--- src/rtl/cfs_pkg.sv ---
package cfs_pkg;

  typedef enum logic {
    ST_IDLE  = 1'b0,
    ST_BURST = 1'b1
  } merge_state_t;

  // Channel code byte: marker in the upper nibble, channel index below.
  function automatic logic [7:0] code_byte(logic [3:0] marker, logic [3:0] idx);
    return {marker, idx};
  endfunction

endpackage

--- src/rtl/cfs_rr_pick.sv ---
module cfs_rr_pick #(
  parameter int NUM_CH = 4,
  localparam int IW = (NUM_CH > 1) ? $clog2(NUM_CH) : 1
) (
  input  logic [NUM_CH-1:0] req,
  input  logic [IW-1:0]     last,
  output logic              found,
  output logic [IW-1:0]     pick
);

  // Search starts one past the last served channel and wraps.
  always_comb begin
    int          tmp;
    logic [IW-1:0] cand;
    found = 1'b0;
    pick  = last;
    for (int off = 1; off <= NUM_CH; off++) begin
      tmp  = (int'(last) + off) % NUM_CH;
      cand = tmp[IW-1:0];
      if (!found && req[cand]) begin
        found = 1'b1;
        pick  = cand;
      end
    end
  end

endmodule

--- src/rtl/cfs_chan_sel.sv ---
module cfs_chan_sel #(
  parameter int NUM_CH = 4,
  parameter int BYTE_W = 8,
  localparam int IW = (NUM_CH > 1) ? $clog2(NUM_CH) : 1
) (
  input  logic [NUM_CH*BYTE_W-1:0] data_flat,
  input  logic [NUM_CH-1:0]        empty,
  input  logic [IW-1:0]            sel,
  output logic [BYTE_W-1:0]        sel_data,
  output logic                     sel_empty
);

  logic [BYTE_W-1:0] lane [NUM_CH];

  for (genvar g = 0; g < NUM_CH; g++) begin : g_lane
    assign lane[g] = data_flat[g*BYTE_W +: BYTE_W];
  end

  assign sel_data  = lane[sel];
  assign sel_empty = empty[sel];

endmodule

--- src/rtl/cfs_stream_merge.sv ---
module cfs_stream_merge
  import cfs_pkg::*;
#(
  parameter int         NUM_CH = 4,
  parameter logic [3:0] MARK   = 4'hA,
  localparam int BYTE_W = 8,
  localparam int IW = (NUM_CH > 1) ? $clog2(NUM_CH) : 1
) (
  input  logic                     clk,
  input  logic                     rst,
  input  logic [NUM_CH*BYTE_W-1:0] ch_data,
  input  logic [NUM_CH-1:0]        ch_empty,
  output logic [NUM_CH-1:0]        ch_rd,
  input  logic                     br_ready,
  output logic [BYTE_W-1:0]        br_data,
  output logic                     br_wr
);

  merge_state_t      state;
  logic [IW-1:0]     cur_ch;
  logic [IW-1:0]     last_ch;
  logic              out_vld;
  logic [BYTE_W-1:0] out_byte;

  logic              pick_found;
  logic [IW-1:0]     pick_ch;
  logic [BYTE_W-1:0] head_byte;
  logic              head_empty;
  logic              slot_free;

  cfs_rr_pick #(.NUM_CH(NUM_CH)) u_pick (
    .req   (~ch_empty),
    .last  (last_ch),
    .found (pick_found),
    .pick  (pick_ch)
  );

  cfs_chan_sel #(.NUM_CH(NUM_CH), .BYTE_W(BYTE_W)) u_sel (
    .data_flat (ch_data),
    .empty     (ch_empty),
    .sel       (cur_ch),
    .sel_data  (head_byte),
    .sel_empty (head_empty)
  );

  // Output register may be reloaded when empty or being accepted now.
  assign slot_free = !out_vld || br_ready;

  always_comb begin
    ch_rd = '0;
    if (state == ST_BURST && slot_free && !head_empty)
      ch_rd[cur_ch] = 1'b1;
  end

  always_ff @(posedge clk) begin
    if (rst) begin
      state    <= ST_IDLE;
      cur_ch   <= '0;
      last_ch  <= IW'(NUM_CH - 1);
      out_vld  <= 1'b0;
      out_byte <= '0;
    end else begin
      unique case (state)
        ST_IDLE: begin
          if (pick_found) begin
            out_byte <= code_byte(MARK, 4'(pick_ch));
            out_vld  <= 1'b1;
            cur_ch   <= pick_ch;
            state    <= ST_BURST;
          end
        end
        ST_BURST: begin
          if (slot_free) begin
            if (!head_empty) begin
              out_byte <= head_byte;
              out_vld  <= 1'b1;
            end else begin
              out_vld  <= 1'b0;
              last_ch  <= cur_ch;
              state    <= ST_IDLE;
            end
          end
        end
        default: state <= ST_IDLE;
      endcase
    end
  end

  assign br_data = out_byte;
  assign br_wr   = out_vld;

endmodule

--- config.mk ---
export PLATFORM = sky130hd
export DESIGN_NAME = cfs_stream_merge
export DESIGN_NICKNAME = d
export VERILOG_FILES = /design/src/rtl/cfs_pkg.sv /design/src/rtl/cfs_rr_pick.sv /design/src/rtl/cfs_chan_sel.sv /design/src/rtl/cfs_stream_merge.sv
export SDC_FILE = /design/constraint.sdc
export NUM_CORES = 1
export LEC_CHECK = 0
export ABC_AREA = 1
export BUFFER_PORTS_ARGS = -buffer_cell sky130_fd_sc_hd__buf_4
export CAP_MARGIN = 20
export CORE_MARGIN = 1.5
export CORE_UTILIZATION = 45
export DETAILED_ROUTE_END_ITERATION = 7
export HOLD_SLACK_MARGIN = 0.02
export MAX_ROUTING_LAYER = met4
export PLACE_DENSITY = 0.83
export SLEW_MARGIN = 15
export SYNTH_ARGS = -nofsm -noshare
export SYNTH_HDL_FRONTEND = slang
export SYNTH_HIERARCHICAL = 1
export SYNTH_SLANG_ARGS = --single-unit
--- constraint.sdc ---
create_clock -name clk -period 2.7 [get_ports clk]
set_clock_uncertainty 0.15 [all_clocks]
set_input_delay 0.135 -clock clk [delete_from_list [all_inputs] [get_ports clk]]
set_output_delay 0.135 -clock clk [all_outputs]
set_load 0.02 [all_outputs]
==> out/results.txt <==
status: finished clean
Post-Synth Adder-Cell Area: 0
Setup TNS Final: 0 ns
routing usage on met2: 0.370
final WL: 3210 um
Post-DRT Antenna Nets: 0
Rows: 19
cell taking the most area after synthesis: dfxtp_1
Num CTS Buffers: 3
Critical Path AT: 2.06 ns
share of layout cells above drive strength 1: 0.279
met3 Track Usage GR: 0.0402
Synth Area in Simple Gates: 0.497
Die Y: 57.9 um
Tcrit/Tclk final: 0.867
nets: 331
gr ovfl total: 0
Synth Area in Compound Gates: 0.0756
number of global-route vias before repair: 1459
clk sink count: 14
final setup vio count: 0
kind of critical path: reg2out
area of the core: 2810 um^2
Pre-antenna DRT Iters: 4
PortBufs: 51
Placed Cells incl. Taps: 317
DR vias/cell: 4.81
Top FF cell, synth: dfxtp_1
max_cap viols: 0
initial cell density of the core: 0.483
fin crit period: 2.34 ns
synthesized net count: 280
FFs w/ async S/R, synth: 0
XOR/XNOR Fraction of Synth Area: 0.00646
crit start category: register
antenna cells: 0
Yosys warning total: 6
Mean Syn Cell Area: 5.63 um^2
most common cell in the netlist: nand2_1
largest cells by area after synthesis: dfxtp_1, nand2_1, inv_1
Max Fanout on Critical Path: 14
FF+latch count, synth: 14
Leakage: 0.00104 uW
combinational family with the most area after synthesis: simple AND/OR/NAND/NOR gates
clk buf depth: 2
busiest grt layer: met2
Seq/Total Area, Yosys: 0.207
PwrDens: 913 nW/um^2
fin. max-slew vios: 0
Synth cell types: 23
clock root buffer: clkbuf_4
Layout area overhead: 28.1%
Post-DP HPWL: 2590 um
RSZ-0062 raised after global routing: false
Synth Cell Area: 1360 um^2
Cell Count, Final, Fillers Out: 321
clock tree from TritonCTS: built
post-synthesis cell count: 241
DRT iter0 DRCs: 77
H-tree depth: 1
post_cts resized: 0
total number of vias: 1544
FMAX: 427 MHz
I/O Pins: 52
first-pass GRT wire length: 5620 um
initial antenna violation count: 0
met1 usage: 0.247
top cells by count, synth: nand2_1, inv_1, nand3_1
Worst IR Drop VDD: 0.000559 V
critical path data required time: 2.41 ns
DIE AREA: 3350 um^2
Setup crit end kind: output pin
share of the synthesized area in the top cell type: 0.207
Clk pin slew, worst setup/hold paths: 0.08 ns
EDFF count, synth: 0
Clk Latency, worst-skew pair: 0.28 ns
Total GRT Usage: 0.215
final hold violations: 0
Slew @ Worst Pin: 0.596 ns
hold crit path type: in2reg
post-synthesis mux area share: 0
# DRC: 0
largest net degree at the start of global routing: 19
Die W: 57.9 um
WL per Instance: 9.99 um
Final Wtd Congestion: 0.896
Slew HR: 0.602
path summary, 6_finish.rpt:
path               from    endpoint  slack, ns  cells after the start
max           cur_ch[1]    ch_rd[0]       0.36                      7
min            br_ready       br_wr       0.07                      4
max reg2reg  last_ch[0]  br_data[0]       0.51                     12
min reg2reg  br_data[2]  br_data[2]       0.33                      2
metrics by stage:
| step | cell area [um^2] | hold slack [ns] | utilization | total power (uW) | setup WS, ns |
|---|---|---|---|---|---|
| floorplan | 1360 | 0.0541 | - | 1280 | 0.715 |
| global placement | 1710 | 0.198 | 0.608 | 1450 | 0.636 |
| detailed placement | 1710 | 0.201 | 0.608 | 1470 | 0.530 |
| CTS | 1740 | 0.0674 | 0.620 | 1590 | 0.364 |
| global route | 1740 | 0.112 | 0.620 | 1750 | 0.221 |
| finish | 1740 | 0.0679 | 0.620 | 1590 | 0.359 |
timing repair:
item | 4_1_cts | 5_1_grt
hold buffers | 1 | 0
buffers inserted | 0 | 0
hold endpoints to repair | 5 | 0
power by group:
part | leakage (uW) | switching, uW | internal, uW
Sequential | 0.000116 | 130 | 281
Combinational | 0.000909 | 661 | 399
Clock | 0.0000138 | 64.6 | 51.8
layout by cell type (no fill, tap or decap), drive strengths merged, types with 2 or more instances in the layout:
cell	instances
nor3	4
nand3	37
a21oi	10
dfxtp	14
nand4	2
clkbuf	3
nand2	91
nor2	12
buf	52
o21ai	9
inv	54
state kept, by name (all words and copies together) (netlist names):
register,count
br_wr,1
last_ch,2
cur_ch,2
state,1
br_data,8
worst max-delay path: stages (launching register included):
cell and delay [ns]:
dfxtp_1 0.66, inv_2 0.18, nand3_1 0.12, nand2_1 0.12, nor2_4 0.19, nand2_4 0.12
nor3_1 0.19, buf_4 0.18
routing by layer:
layer,part of all wire,wire length [um]
met5,0,0
met4,0.016,51
met3,0.057,184
met2,0.49,1570
met1,0.44,1400
cell type report:
type | instances | area (um^2)
multi-input combinational | 166 | 786
tap | 31 | 38.8
inverter | 54 | 210
sequential | 14 | 280
timing repair buffer | 53 | 400
fill | 277 | 1070
clock buffer | 3 | 22.5
cells by family after synthesis:
group | count (synthesis)
AND/OR/NAND/NOR | 146
flip-flops | 14
XOR/XNOR | 1
buffers and inverters | 61
AO/OA/AOI/OAI | 19
No activity file was read; power rests on OpenSTA's default activity.
